$ cat src/rtl/wp_pkg.sv
package wp_pkg;
  localparam int FLAG_RD  = 1;
  localparam int FLAG_WR  = 2;
  localparam int FLAG_MEM = 3;

  function automatic logic [7:0] make_event(input logic is_write, input logic is_mem);
    logic [7:0] ev;
    ev = '0;
    ev[FLAG_RD]  = ~is_write;
    ev[FLAG_WR]  = is_write;
    ev[FLAG_MEM] = is_mem;
    return ev;
  endfunction
endpackage

$ cat src/rtl/wp_table.sv
module wp_table #(
  parameter int NENT  = 32,
  parameter int FLAGW = 8
) (
  input  logic                       clk,
  input  logic                       rst_n,
  input  logic                       reg_valid,
  input  logic [FLAGW-1:0]           all_in,
  input  logic [FLAGW-1:0]           any_in,
  output logic [NENT-1:0][FLAGW-1:0] all_tab,
  output logic [NENT-1:0][FLAGW-1:0] any_tab,
  output logic [NENT-1:0]            used,
  output logic                       reg_err
);
  localparam int CNTW = $clog2(NENT + 1);

  logic [CNTW-1:0] cnt_q, cnt_nxt;
  logic            err_nxt, full, wr_en;

  assign full  = (cnt_q == CNTW'(NENT));
  assign wr_en = reg_valid && !full;

  always_comb begin
    cnt_nxt = cnt_q;
    err_nxt = 1'b0;
    if (reg_valid) begin
      if (full) err_nxt = 1'b1;
      else      cnt_nxt = cnt_q + CNTW'(1);
    end
  end

  always_ff @(posedge clk or negedge rst_n) begin
    if (!rst_n) begin
      cnt_q   <= '0;
      reg_err <= 1'b0;
    end else begin
      cnt_q   <= cnt_nxt;
      reg_err <= err_nxt;
    end
  end

  for (genvar i = 0; i < NENT; i++) begin : g_slot
    assign used[i] = (cnt_q > CNTW'(i));
    always_ff @(posedge clk) begin
      if (wr_en && (cnt_q == CNTW'(i))) begin
        all_tab[i] <= all_in;
        any_tab[i] <= any_in;
      end
    end
  end

  p_no_overflow_r7: assert property (@(posedge clk) disable iff (!rst_n)
    cnt_q <= CNTW'(NENT));
  p_err_only_full_r7: assert property (@(posedge clk) disable iff (!rst_n)
    reg_err |-> $past(reg_valid && full));
  p_append_step_r5: assert property (@(posedge clk) disable iff (!rst_n)
    (reg_valid && !full) |=> (cnt_q == $past(cnt_q) + CNTW'(1)));
  p_hold_when_full_r7: assert property (@(posedge clk) disable iff (!rst_n)
    full |=> $stable(used));
endmodule

$ cat src/rtl/wp_match.sv
module wp_match #(
  parameter int NENT  = 32,
  parameter int FLAGW = 8
) (
  input  logic                       ev_ok,
  input  logic [FLAGW-1:0]           ev,
  input  logic [NENT-1:0][FLAGW-1:0] all_tab,
  input  logic [NENT-1:0][FLAGW-1:0] any_tab,
  input  logic [NENT-1:0]            used,
  output logic [NENT-1:0]            hit
);
  for (genvar i = 0; i < NENT; i++) begin : g_cmp
    logic all_ok, any_ok;
    assign all_ok = ((all_tab[i] & ev) == all_tab[i]);
    assign any_ok = |(any_tab[i] & ev);
    assign hit[i] = ev_ok && used[i] && all_ok && any_ok;
  end
endmodule

$ cat src/rtl/wp_hit_reg.sv
module wp_hit_reg #(
  parameter int NENT  = 32,
  parameter int FLAGW = 8,
  parameter int AW    = 16
) (
  input  logic             clk,
  input  logic             rst_n,
  input  logic             ev_ok,
  input  logic [NENT-1:0]  hit_in,
  input  logic [AW-1:0]    addr_in,
  input  logic [FLAGW-1:0] ev_in,
  output logic             hit_valid,
  output logic [NENT-1:0]  hit_vec,
  output logic [AW-1:0]    hit_addr,
  output logic [FLAGW-1:0] hit_event
);
  logic             v_nxt;
  logic [NENT-1:0]  vec_nxt;
  logic [AW-1:0]    addr_nxt;
  logic [FLAGW-1:0] ev_nxt;

  always_comb begin
    v_nxt    = ev_ok && (|hit_in);
    vec_nxt  = '0;
    addr_nxt = '0;
    ev_nxt   = '0;
    if (v_nxt) begin
      vec_nxt  = hit_in;
      addr_nxt = addr_in;
      ev_nxt   = ev_in;
    end
  end

  always_ff @(posedge clk or negedge rst_n) begin
    if (!rst_n) begin
      hit_valid <= 1'b0;
      hit_vec   <= '0;
      hit_addr  <= '0;
      hit_event <= '0;
    end else begin
      hit_valid <= v_nxt;
      hit_vec   <= vec_nxt;
      hit_addr  <= addr_nxt;
      hit_event <= ev_nxt;
    end
  end

  p_strobe_cause_r3: assert property (@(posedge clk) disable iff (!rst_n)
    hit_valid |-> $past(ev_ok));
  p_vec_live_r6: assert property (@(posedge clk) disable iff (!rst_n)
    hit_valid |-> (hit_vec != '0));
  p_quiet_zero_r8: assert property (@(posedge clk) disable iff (!rst_n)
    !hit_valid |-> (hit_vec == '0));
endmodule

$ cat src/rtl/wp_watch_matcher.sv
module wp_watch_matcher #(
  parameter int NENT  = 32,
  parameter int FLAGW = 8,
  parameter int AW    = 16
) (
  input  logic             clk,
  input  logic             rst_n,
  input  logic             reg_valid,
  input  logic [FLAGW-1:0] reg_all_mask,
  input  logic [FLAGW-1:0] reg_any_mask,
  output logic             reg_err,
  input  logic             acc_valid,
  input  logic             acc_write,
  input  logic             acc_mem,
  input  logic [AW-1:0]    acc_addr,
  output logic             hit_valid,
  output logic [NENT-1:0]  hit_vec,
  output logic [AW-1:0]    hit_addr,
  output logic [FLAGW-1:0] hit_event
);
  import wp_pkg::*;

  logic [1:0] rst_sync;
  logic       rst_int_n;

  always_ff @(posedge clk or negedge rst_n) begin
    if (!rst_n) rst_sync <= 2'b00;
    else        rst_sync <= {rst_sync[0], 1'b1};
  end
  assign rst_int_n = rst_sync[1];

  logic [NENT-1:0][FLAGW-1:0] all_tab, any_tab;
  logic [NENT-1:0]            used, hit;
  logic                       ev_ok;
  logic [7:0]                 ev8;
  logic [FLAGW-1:0]           ev;

  assign ev_ok = acc_valid && acc_mem;
  assign ev8   = make_event(acc_write, acc_mem);
  assign ev    = FLAGW'(ev8);

  wp_table #(.NENT(NENT), .FLAGW(FLAGW)) u_table (
    .clk(clk), .rst_n(rst_int_n), .reg_valid(reg_valid),
    .all_in(reg_all_mask), .any_in(reg_any_mask),
    .all_tab(all_tab), .any_tab(any_tab), .used(used), .reg_err(reg_err)
  );

  wp_match #(.NENT(NENT), .FLAGW(FLAGW)) u_match (
    .ev_ok(ev_ok), .ev(ev), .all_tab(all_tab), .any_tab(any_tab),
    .used(used), .hit(hit)
  );

  wp_hit_reg #(.NENT(NENT), .FLAGW(FLAGW), .AW(AW)) u_out (
    .clk(clk), .rst_n(rst_int_n), .ev_ok(ev_ok), .hit_in(hit),
    .addr_in(acc_addr), .ev_in(ev), .hit_valid(hit_valid),
    .hit_vec(hit_vec), .hit_addr(hit_addr), .hit_event(hit_event)
  );

  p_event_mem_r1: assert property (@(posedge clk) disable iff (!rst_int_n)
    hit_valid |-> hit_event[FLAG_MEM]);
  p_event_kind_r1: assert property (@(posedge clk) disable iff (!rst_int_n)
    hit_valid |-> $onehot(hit_event[FLAG_WR:FLAG_RD]));
  p_addr_follows_r8: assert property (@(posedge clk) disable iff (!rst_int_n)
    hit_valid |-> (hit_addr == $past(acc_addr)));
endmodule

$ cat config.mk
export PLATFORM = sky130hd
export DESIGN_NAME = wp_watch_matcher
export DESIGN_NICKNAME = d
export VERILOG_FILES = /design/src/rtl/wp_pkg.sv /design/src/rtl/wp_table.sv /design/src/rtl/wp_match.sv /design/src/rtl/wp_hit_reg.sv /design/src/rtl/wp_watch_matcher.sv
export SDC_FILE = /design/constraint.sdc
export NUM_CORES = 1
export LEC_CHECK = 0
export ABC_AREA = 1
export BUFFER_PORTS_ARGS = -buffer_cell sky130_fd_sc_hd__buf_2
export CAP_MARGIN = 20
export CORE_ASPECT_RATIO = 2
export CORE_UTILIZATION = 30
export DETAILED_ROUTE_END_ITERATION = 6
export HOLD_SLACK_MARGIN = 0.03
export SYNTH_ARGS = -nofsm -noshare
export SYNTH_HDL_FRONTEND = slang
export SYNTH_SLANG_ARGS = --single-unit
$ cat constraint.sdc
create_clock -name clk -period 2.55 [get_ports clk]
set_clock_uncertainty 0.05 [all_clocks]
set_input_delay 0.6375 -clock clk [delete_from_list [all_inputs] [get_ports clk]]
set_output_delay 0.6375 -clock clk [all_outputs]
set_load 0.01 [all_outputs]
==> results.yml, run 1 <==
outcome:
  status: "complete, but fails checks"
  violations: "design-rule violations, negative setup slack"
synthesis:
  synth_edf_count: 348
  synth_cell_types: 34
  synth_area_um2: 16200
  synth_ff_type: "edfxtp_1"
  synth_area_leaders: "edfxtp_1 (64%), dfrtp_1 (9.4%), nand2_1 (7.5%)"
  syn_inst: 1368
  synth_seq_area_share: 0.739
  yosys_warnings: 0
  yosysMostFrequentCell: "edfxtp_1"
  avgSynthCellArea_um2: 11.8
  synth_largest_area_cell: "edfxtp_1"
  ys_ff_latch: 409
  synthTopCellsByCount: "edfxtp_1 (348), nand2_1 (325), nor2_1 (214), inv_1 (127), nand3_1 (71)"
  synth_top_area_share: 0.645
  async_reset_ff_frac: 0.149
placement:
  place_hpwl_mm: 29.0
  routabilityCongestion: 0.976
  io_buffers: 85
  placed_area_um2: 18300
timing:
  timing.final.ws_setup_ns: -0.0283
  maxSlewViolCount: 0
  setup_viol_count_final: 30
  whs_ns: 0.267
  period_needed_ns: 2.58
  post-route-period-util: 1.01
  rsz0062_at_grt: "yes"
  finalHoldViolCount: 0
  max_slew_margin: 0.370
  tightestPinTransition_ns: 0.944
  maxClockFrequency_mhz: 388
global_route:
  grt_max_degree: 60
  grtUsageTotal: 0.156
  grt_pass1_vias: 10600
  antenna_found_initial: 0
  grt_overflow: 0
  grt_pass1_wl_mm: 63.4
final_layout:
  n_antenna_cell: 0
  syn_to_final_growth_pct: 20.3
  nFillCells: 5127
  design_area_um2: 19500
  layout-drive-gt1-share: 0.184
  nets: 1614
  fin_util: 0.365
clocking:
  cts_max_level: 2
  insertion_delay_ns: 0.53
  clock_sinks: 409
  clkSlewWorstSetupHoldPaths_ns: 0.08
  cts_tree: "yes"
  root_buffer: "clkbuf_16"
  cts_buffer_depth: 3
  cts_buffers: 34
critical_path:
  rr_worst_depth: 8
  r2r-start: "u_table.cnt_q[1]"
  arrival_ns: 2.67
  crit_required_ns: 2.65
  critPathKind: "reg -> reg"
  cp-end-kind: "register"
  r2r_end: "u_table.any_tab[34]"
  reg2reg_slack_ns: -0.03
  crit_path_max_fanout: 14
  setup.worst_path.start_class: "register"
route:
  drt.antenna.violating_nets: 0
  wl_per_cell_um: 18.8
  drcViolationCount: 12
  viasPerCell: 4.65
  drt_wl_total_mm: 42.7
  drt_first_pass_iters: 7
  vias: 10500
  drt_iter0_markers: 751
floorplanning:
  fp.dieArea_um2: 55000
  pin_count: 96
  dieHeight_um: 331
  fp.dieW_um: 166
  start_util: 0.303
  fp-row-count: 120
  core_um2: 53500
min_path:
  min_delay_worst_endpoint: "u_out.hit_addr[7]"
  hold_path_depth: 3
  holdCritStartpoint: "acc_addr[7]"
  hp-class: "in -> reg"
pwr:
  p_per_area_nw_per_um2: 801
  ir_worst_vdd_uv: 327
  finalPower_mw: 15.6
  p_leak_nw: 7.89
job:
  max_cap_violations: 0
[layout by cell type (no fill, tap or decap), types with 2 or more instances in the layout]
| cell | instances |
|---|---|
| o21ai_1 | 2 |
| inv_1 | 125 |
| inv_2 | 8 |
| nor4_1 | 8 |
| a2111oi_0 | 3 |
| nor3_2 | 3 |
| nand2_1 | 322 |
| nor2b_1 | 3 |
| clkbuf_1 | 9 |
| nor3_1 | 43 |
| buf_12 | 17 |
| nand3b_1 | 8 |
| ha_1 | 6 |
| a21oi_1 | 39 |
| buf_2 | 84 |
| nand4_1 | 15 |
| conb_1 | 6 |
| clkbuf_8 | 2 |
| inv_6 | 2 |
| nor3b_1 | 3 |
| clkbuf_16 | 35 |
| nor2_1 | 203 |
| nor2_4 | 11 |
| nand3_1 | 71 |
| clkinvlp_4 | 3 |
| bufinv_16 | 2 |
| edfxtp_1 | 348 |
| clkinv_2 | 4 |
| dfrtp_2 | 2 |
| dfrtp_1 | 58 |
| buf_4 | 102 |
| nand2_2 | 6 |
| o21ai_0 | 11 |
| xor2_1 | 5 |
| nor2_2 | 9 |
| o2111ai_1 | 3 |
| clkinv_1 | 3 |
[critical path, cell delays in order, from the launching register on]
cell     delay (ns)
dfrtp_1        0.45
inv_2          0.14
ha_1           0.22
nand2_1        0.15
nor3_1         0.07
nor2_2         0.10
inv_1          0.13
buf_12         0.19
nor2_1         0.68
[final cells by class]
type / count / area (µm²) / share of cell area
Clock buffer: 47 / 942 / 0.0483
Clock inverter: 14 / 136 / 0.00700
Inverter: 134 / 503 / 0.0258
Multi-Input combinational cell: 787 / 3550 / 0.182
Sequential cell: 409 / 12000 / 0.615
Tap cell: 671 / 840 / 0.0431
Timing Repair Buffer: 204 / 1540 / 0.0788
[through the flow]
step | instances | worst slack [ns] | setup TNS [ns]
global route | 2266 | -0.137 | -10.27
finish | 2266 | -0.0283 | -0.455
global placement | 2197 | -0.289 | -6.53
CTS | 2261 | -0.0444 | -2.01
detailed placement | 2197 | -0.299 | -7.43
floorplan | 1372 | -0.0754 | -13.23
[cells by family after synthesis]
family / synth area share
flip-flops: 0.739
other: 0.000464
adder cells (fa/ha/maj): 0.00463
XOR/XNOR: 0.00270
AND/OR/NAND/NOR: 0.185
AO/OA/AOI/OAI: 0.0207
buffers and inverters: 0.0476
[repair_timing]
action	in CTS	in global routing
endpoints found under the setup margin	155	196
hold endpoints to repair	2	0
hold buffers	1	0
pin swaps	1	0
cloned	0	0
gates resized for setup	9	8
setup buffers	2	5
[registers in the layout (all words and copies together), names as in the netlist]
register	flops
rst_sync	2
u_table.any_tab	96
u_out.hit_valid	1
u_out.hit_event	3
u_out.hit_addr	16
u_table.reg_err	1
u_table.all_tab	252
u_table.cnt_q	6
u_out.hit_vec	32
[per-layer routing]
metal | share of wire | GRT usage
met5 | 0 | 0
met4 | 0.059 | 0.0938
met3 | 0.041 | 0.0180
met2 | 0.56 | 0.320
met1 | 0.34 | 0.146
[power by group]
group	leakage, nW	internal [mW]	switching, mW
Clock	0.521	2.82	2.33
Combinational	3.40	0.898	1.80
Sequential	3.96	7.59	0.175
Total	7.89	11.3	4.30
[worst max-delay path by stage]
stage                     endpoint  slack (ns)  cells past startpoint              from
2_1_floorplan  u_table.all_tab[32]       -0.08                      9  u_table.cnt_q[1]
3_3_place_gp      u_out.hit_vec[8]       -0.29                     16         acc_write
3_5_place_dp     u_out.hit_addr[8]       -0.30                     16         acc_write
4_1_cts        u_table.any_tab[51]       -0.04                      8  u_table.cnt_q[0]
5_1_grt        u_table.all_tab[53]       -0.14                      8  u_table.cnt_q[1]
6_report       u_table.any_tab[34]       -0.03                      8  u_table.cnt_q[1]
Note: power is estimated with default switching activity, not from simulation.
==> run 2: changes to the inputs <==
--- a/config.mk
+++ b/config.mk
@@ -7,8 +7,7 @@
 export LEC_CHECK = 0
 export ABC_AREA = 1
 export BUFFER_PORTS_ARGS = -buffer_cell sky130_fd_sc_hd__buf_2
-export CAP_MARGIN = 20
-export CORE_ASPECT_RATIO = 2
+export CORE_ASPECT_RATIO = 1.5
 export CORE_UTILIZATION = 30
 export DETAILED_ROUTE_END_ITERATION = 6
 export HOLD_SLACK_MARGIN = 0.03
==> constraint.sdc (replaced) <==
create_clock -name clk -period 2.55 [get_ports clk]
set_clock_uncertainty 0.05 [all_clocks]
set_input_delay 0.1275 -clock clk [delete_from_list [all_inputs] [get_ports clk]]
set_output_delay 0.1275 -clock clk [all_outputs]
set_load 0.01 [all_outputs]
==> run 2 against run 1 <==
Critical endpoint is now u_table.any_tab[211]. Sequential power hardly changed. Via count is 1.4% lower. The flow now finishes without violations. Clock power is 8.4% higher. Core utilization is 0.51 points lower. Register-to-register slack better by 0.14 ns. First-iteration DRC count is 5.2% lower. Global-route usage is 0.24 points lower. Critical path depth stayed put. Final cell count is 0.88% lower. Setup slack better by 0.14 ns. Wire length is 2.9% lower.
==> results.yml, run 2 (synthesis gave the netlist of run 1 again) <==
outcome:
  status: "finished, final reports clean"
pwr:
  p_per_area_nw_per_um2: 818
  ir_worst_vdd_uv: 506
  comb_power_share: 0.152
  seqPwrFrac: 0.493
  switching_share: 0.276
  p_int_mw: 11.4
  p_leak_nw: 7.68
  net-switching-power_mw: 4.35
  finalPower_mw: 15.7
  p_clk_frac: 0.354
final_layout:
  syn_to_final_growth_pct: 18.7
  nets: 1571
  largest_registers: "u_table.all_tab: 252 flops, u_table.any_tab: 96 flops, u_out.hit_vec: 32 flops"
  final_cell_mix: "edfxtp_1 (348), nand2_1 (323), nor2_1 (203), inv_1 (125), buf_2 (84)"
  top_register: "u_table.all_tab"
  fin_util: 0.359
  n_antenna_cell: 0
  largest_register_ffs: 252
  nFillCells: 5116
  layout-drive-gt1-share: 0.151
  final_common_cell: "edfxtp_1"
clocking:
  clock_sinks: 409
  cts_max_level: 2
  cts_buffers: 38
  cts_buffer_depth: 3
  postCtsSetupBuffers: 0
  clkSlewWorstSetupHoldPaths_ns: 0.07
  root_buffer: "clkbuf_16"
  insertion_delay_ns: 0.55
  cts_tree: "yes"
timing:
  timing.final.ws_setup_ns: 0.110
  maxSlewViolCount: 0
  max_slew_margin: 0.321
  tightestPinTransition_ns: 1.02
  rsz0062_at_grt: "yes"
  setup_viol_count_final: 0
  period_needed_ns: 2.44
  maxClockFrequency_mhz: 410
  finalHoldViolCount: 0
  post-route-period-util: 0.957
floorplanning:
  fp.dieW_um: 192
  core_um2: 53500
  fp.dieArea_um2: 55000
  pin_count: 96
  start_util: 0.303
  dieHeight_um: 287
  fp-row-count: 104
critical_path:
  setup.worst_path.start_class: "register"
  crit_path_max_fanout: 11
  crit_required_ns: 2.67
  cp-end-kind: "register"
  critPathKind: "reg -> reg"
  arrival_ns: 2.56
route:
  drt_first_pass_iters: 7
  wl_per_cell_um: 18.5
  viasPerCell: 4.62
  drt_wl_total_mm: 41.5
  drt_iter0_markers: 712
  drcViolationCount: 0
  vias: 10400
  drt.antenna.violating_nets: 0
placement:
  io_buffers: 85
  place_hpwl_mm: 26.1
  place_ws_ns: -0.197
  routabilityCongestion: 0.936
global_route:
  grt_pass1_vias: 10400
  grt_max_degree: 60
  grt_pass1_wl_mm: 62.5
  antenna_found_initial: 0
  grt_overflow: 0
  grtUsageTotal: 0.154
min_path:
  hp-class: "in -> reg"
job:
  max_cap_violations: 0
run 2: routing by layer:
layer	track usage	up-vias	share of wire
li1	-	4904	-
met1	0.169	5050	0.38
met2	0.289	329	0.53
met3	0.0218	101	0.046
met4	0.0683	0	0.041
met5	0	-	0
run 2: worst paths after layout:
path | start | end | slack, ns | depth (start not counted)
worst max-delay path | u_table.cnt_q[1] | u_table.any_tab[211] | 0.11 | 8
worst min-delay path | acc_write | u_out.hit_vec[5] | 0.05 | 3
worst max register to register | u_table.cnt_q[1] | u_table.any_tab[211] | 0.11 | 8
worst min register to register | rst_sync[0] | rst_sync[1] | 0.31 | 0
max in group asynchronous | rst_sync[1] | u_table.cnt_q[3] | 1.41 | 0
min in group asynchronous | rst_sync[1] | u_out.hit_vec[5] | 0.37 | 0
run 2: worst max-delay path, cell delays in order (launching register included):
cell and delay, ns:
dfrtp_1 0.42, inv_2 0.10, ha_1 0.20, nand2_1 0.14
nor3_1 0.07, nor2_2 0.10, inv_1 0.11, buf_4 0.20
nor2_1 0.66
run 2: timing repair:
action / in CTS / in global routing
endpoints found under the hold margin: 19 / 0
hold buffers: 19 / 0
setup endpoints to repair: 2 / 144
gates resized for setup: 2 / 14
cloned: 0 / 0
run 2: area by class of cell:
cell class | instances | area, µm² | area share
Inverter | 134 | 503 | 0.0262
Multi-Input combinational cell | 787 | 3540 | 0.184
Clock inverter | 19 | 170 | 0.00885
Timing Repair Buffer | 157 | 1130 | 0.0587
Clock buffer | 51 | 1040 | 0.0541
Sequential cell | 409 | 12000 | 0.623
Tap cell | 689 | 862 | 0.0448
run 2: through the flow:
| stage | area (µm²) | hold WS (ns) | instances | setup TNS [ns] |
|---|---|---|---|---|
| 2_1_floorplan | 16300 | -0.218 | 1372 | -13.23 |
| 5_1_grt | 19200 | 0.0831 | 2246 | -1.84 |
| 3_3_place_gp | 17800 | -0.138 | 2157 | -0.200 |
| 4_1_cts | 19200 | 0.0382 | 2246 | 0 |
| 6_report | 19200 | 0.0460 | 2246 | 0 |
| 3_5_place_dp | 17800 | -0.136 | 2157 | -0.197 |
run 2: power by group through the flow:
stage | Clock, mW | Sequential [mW] | Combinational [mW]
final | 5.57 | 7.76 | 2.40
after global routing | 5.92 | 7.78 | 2.59
after CTS | 5.70 | 7.76 | 2.36
after detailed placement | 0 | 7.90 | 2.32
after global placement | 0 | 7.89 | 2.29
after floorplan | 0 | 7.84 | 1.34
==> run 3: changes to the inputs <==
--- a/config.mk
+++ b/config.mk
@@ -5,11 +5,11 @@
 export SDC_FILE = /design/constraint.sdc
 export NUM_CORES = 1
 export LEC_CHECK = 0
-export ABC_AREA = 1
-export BUFFER_PORTS_ARGS = -buffer_cell sky130_fd_sc_hd__buf_2
 export CORE_ASPECT_RATIO = 1.5
 export CORE_UTILIZATION = 30
 export DETAILED_ROUTE_END_ITERATION = 6
+export DONT_BUFFER_PORTS = 1
+export GPL_ROUTABILITY_DRIVEN = 0
 export HOLD_SLACK_MARGIN = 0.03
 export SYNTH_ARGS = -nofsm -noshare
 export SYNTH_HDL_FRONTEND = slang
==> run 3 against run 2 <==
The flow now finishes with violations (design-rule violations). Critical path depth is 1 higher. Count of clock-buffer cells in the layout is 2 higher. First-iteration DRC count is 16% lower. Register-to-register slack worse by 0.07 ns. Wire length is 14% lower. Via count is 22% lower. Sequential cell count is 20 lower. Global-route usage is 0.55 points lower. Clock power is 3% lower. Critical endpoint is now u_out.hit_addr[3]. Largest cell class unchanged. Largest power group unchanged. Highest routed layer is now met5.
==> results.yml, run 3 <==
route:
  drt_iter0_markers: 600
  wl_per_cell_um: 22.1
  viasPerCell: 4.96
  drt.antenna.violating_nets: 0
  drt_wl_total_mm: 35.9
  drcViolationCount: 13
  drt_first_pass_iters: 7
  vias: 8048
final_layout:
  final_cell_mix: "edfxtp_1 (328), buf_4 (93), dfrtp_1 (60), clkbuf_16 (40)"
  nFillCells: 4224
  design_area_um2: 18000
  layout-drive-gt1-share: 0.258
  fin_util: 0.384
  largest_registers: "u_table.all_tab: 232 flops, u_table.any_tab: 96 flops, u_out.hit_vec: 32 flops"
  final_common_cell: "edfxtp_1"
  largest_register_ffs: 232
  nets: 1041
  syn_to_final_growth_pct: 26.0
  instances_no_fill: 1622
  n_antenna_cell: 0
  top_register: "u_table.all_tab"
pwr:
  ir_worst_vdd_uv: 437
  p_int_mw: 10.8
  comb_power_share: 0.137
  p_clk_frac: 0.372
  net-switching-power_mw: 3.66
  p_leak_nw: 6.29
  seqPwrFrac: 0.491
  finalPower_mw: 14.5
  p_per_area_nw_per_um2: 807
  switching_share: 0.253
synthesis:
  synth_seq_area_share: 0.799
  async_reset_ff_frac: 0.157
  avgSynthCellArea_um2: 17.1
  yosys_warnings: 0
  synthTopCellsByCount: "edfxtp_1 (328), dfrtp_1 (61), nor2_1 (56), inv_1 (30), nor3_1 (28)"
  synth_top_area_share: 0.691
  synth_area_leaders: "edfxtp_1 (69%), dfrtp_1 (11%), mux2i_1 (1.8%)"
  synth_cell_types: 61
  synth_ff_type: "edfxtp_1"
  syn_inst: 831
  ys_ff_latch: 389
  synth_largest_area_cell: "edfxtp_1"
  synth_area_um2: 14200
  yosysMostFrequentCell: "edfxtp_1"
  synth_edf_count: 328
global_route:
  antenna_found_initial: 1
  grt_overflow: 0
  grtUsageTotal: 0.149
  grt_pass1_vias: 8295
  grt_max_degree: 60
  grt_pass1_wl_mm: 52.8
outcome:
  status: "complete, but fails checks"
  violations: "design-rule violations"
critical_path:
  arrival_ns: 2.87
  critPathKind: "reg -> reg"
  slowest_delay_ns: 0.43
  crit_required_ns: 2.92
  cp_cell_sequence: "buf_12, or3_4, a21oi_4, nor4_4, buf_4, nor4b_1, and4_4, clkbuf_16, a31oi_2"
  critPathSlowestCell: "dfrtp_1"
  crit_path_max_fanout: 17
  setup.worst_path.start_class: "register"
  cp-end-kind: "register"
floorplanning:
  fp.dieW_um: 180
  dieHeight_um: 269
  fp.dieArea_um2: 48400
  core_um2: 46700
  start_util: 0.305
  fp-row-count: 97
  pin_count: 96
timing:
  setup_tns_ns: 0
  finalHoldViolCount: 0
  period_needed_ns: 2.51
  max_slew_margin: 0.417
  maxSlewViolCount: 0
  setup_viol_count_final: 0
  maxClockFrequency_mhz: 399
  post-route-period-util: 0.983
  tightestPinTransition_ns: 0.874
  rsz0062_at_grt: "no"
clocking:
  insertion_delay_ns: 0.55
  cts_tree: "yes"
  clkSlewWorstSetupHoldPaths_ns: 0.06
  cts_buffers: 39
  clock_sinks: 389
  root_buffer: "clkbuf_16"
  cts_max_level: 2
  cts_buffer_depth: 3
placement:
  place_hpwl_mm: 20.5
  place_inst: 1501
  io_buffers: 0
  placed_area_um2: 15900
job:
  max_cap_violations: 0
min_path:
  hp-class: "in -> reg"
-- run 3: cell count changes after synthesis, moves of 13 or more --
cell / before / now
nand2_1: 325 / 25
nor2_1: 214 / 56
inv_1: 127 / 30
nand3_1: 71 / 17
mux2i_1: 0 / 26
edfxtp_1: 348 / 328
nor3_1: 47 / 28
a31oi_2: 0 / 18
or4_1: 0 / 17
a22o_1: 0 / 16
a21oi_1: 39 / 26
-- run 3: repair_timing --
action,CTS,global route
setup buffers,1,0
endpoints found under the hold margin,377,0
hold buffers,44,0
gates resized for setup,20,20
endpoints found under the setup margin,20,20
cloned,3,1
pin swaps,8,4
-- run 3: worst paths after layout --
kind	startpoint	to	slack (ns)	cells past startpoint
max in group asynchronous	rst_sync[1]	u_out.hit_vec[30]	1.47	0
hold / removal	acc_mem	u_out.hit_vec[9]	0.06	4
hold reg to reg	rst_sync[0]	rst_sync[1]	0.30	0
setup reg to reg	u_table.cnt_q[3]	u_out.hit_addr[3]	0.04	9
setup / recovery	u_table.cnt_q[3]	u_out.hit_addr[3]	0.04	9
min in group asynchronous	rst_n	rst_sync[1]	0.30	2
-- run 3: area by class of cell --
class	count	area [µm²]	area share
flip-flops and latches	389	11400	0.634
multi-input cells	379	2870	0.160
repair buffers	157	1650	0.0921
clock buffers	53	1050	0.0584
well taps	594	743	0.0414
clock inverters	19	143	0.00795
inverters	31	116	0.00648
-- run 3: through the flow --
| step | setup WS (ns) | hold WS, ns |
|---|---|---|
| floorplan | -0.0965 | -0.218 |
| global placement | -0.365 | -0.218 |
| detailed placement | -0.352 | -0.218 |
| CTS | 0.0259 | 0.0302 |
| global route | 0.000611 | 0.0441 |
| finish | 0.0440 | 0.0600 |
-- run 3: cells by family (layout without fill, tap and decap cells) --
group | count (synthesis) | after routing | synth area share
AO/OA/AOI/OAI | 117 | 117 | 0.0671
XOR/XNOR | 5 | 5 | 0.00307
adder cells (fa/ha/maj) | 6 | 6 | 0.00527
buffers and inverters | 70 | 260 | 0.0230
flip-flops | 389 | 389 | 0.799
multiplexers | 34 | 34 | 0.0246
other | 2 | 6 | 0.000527
AND/OR/NAND/NOR | 208 | 211 | 0.0779
-- run 3: worst max-delay path: cells and delay by family, from the launching register on --
kind | cells | cell delay, ns
and+or+nand+nor | 4 | 1.12
buffers and inverters | 3 | 0.53
DFF | 1 | 0.43
AOI/OAI and AO/OA | 2 | 0.25
-- run 3: per-layer routing --
metal	track usage	routed length, µm
met1	0.179	14100
met2	0.263	18300
met3	0.0269	2150
met4	0.0594	1240
met5	0	13
-- run 3: power by group through the flow --
stage,logic (mW),registers (mW),clock network (mW)
2_1_floorplan,0.831,7.23,0
3_3_place_gp,1.63,7.24,0
3_5_place_dp,1.63,7.24,0
4_1_cts,1.91,7.11,5.51
5_1_grt,2.11,7.12,5.73
6_report,1.98,7.11,5.39
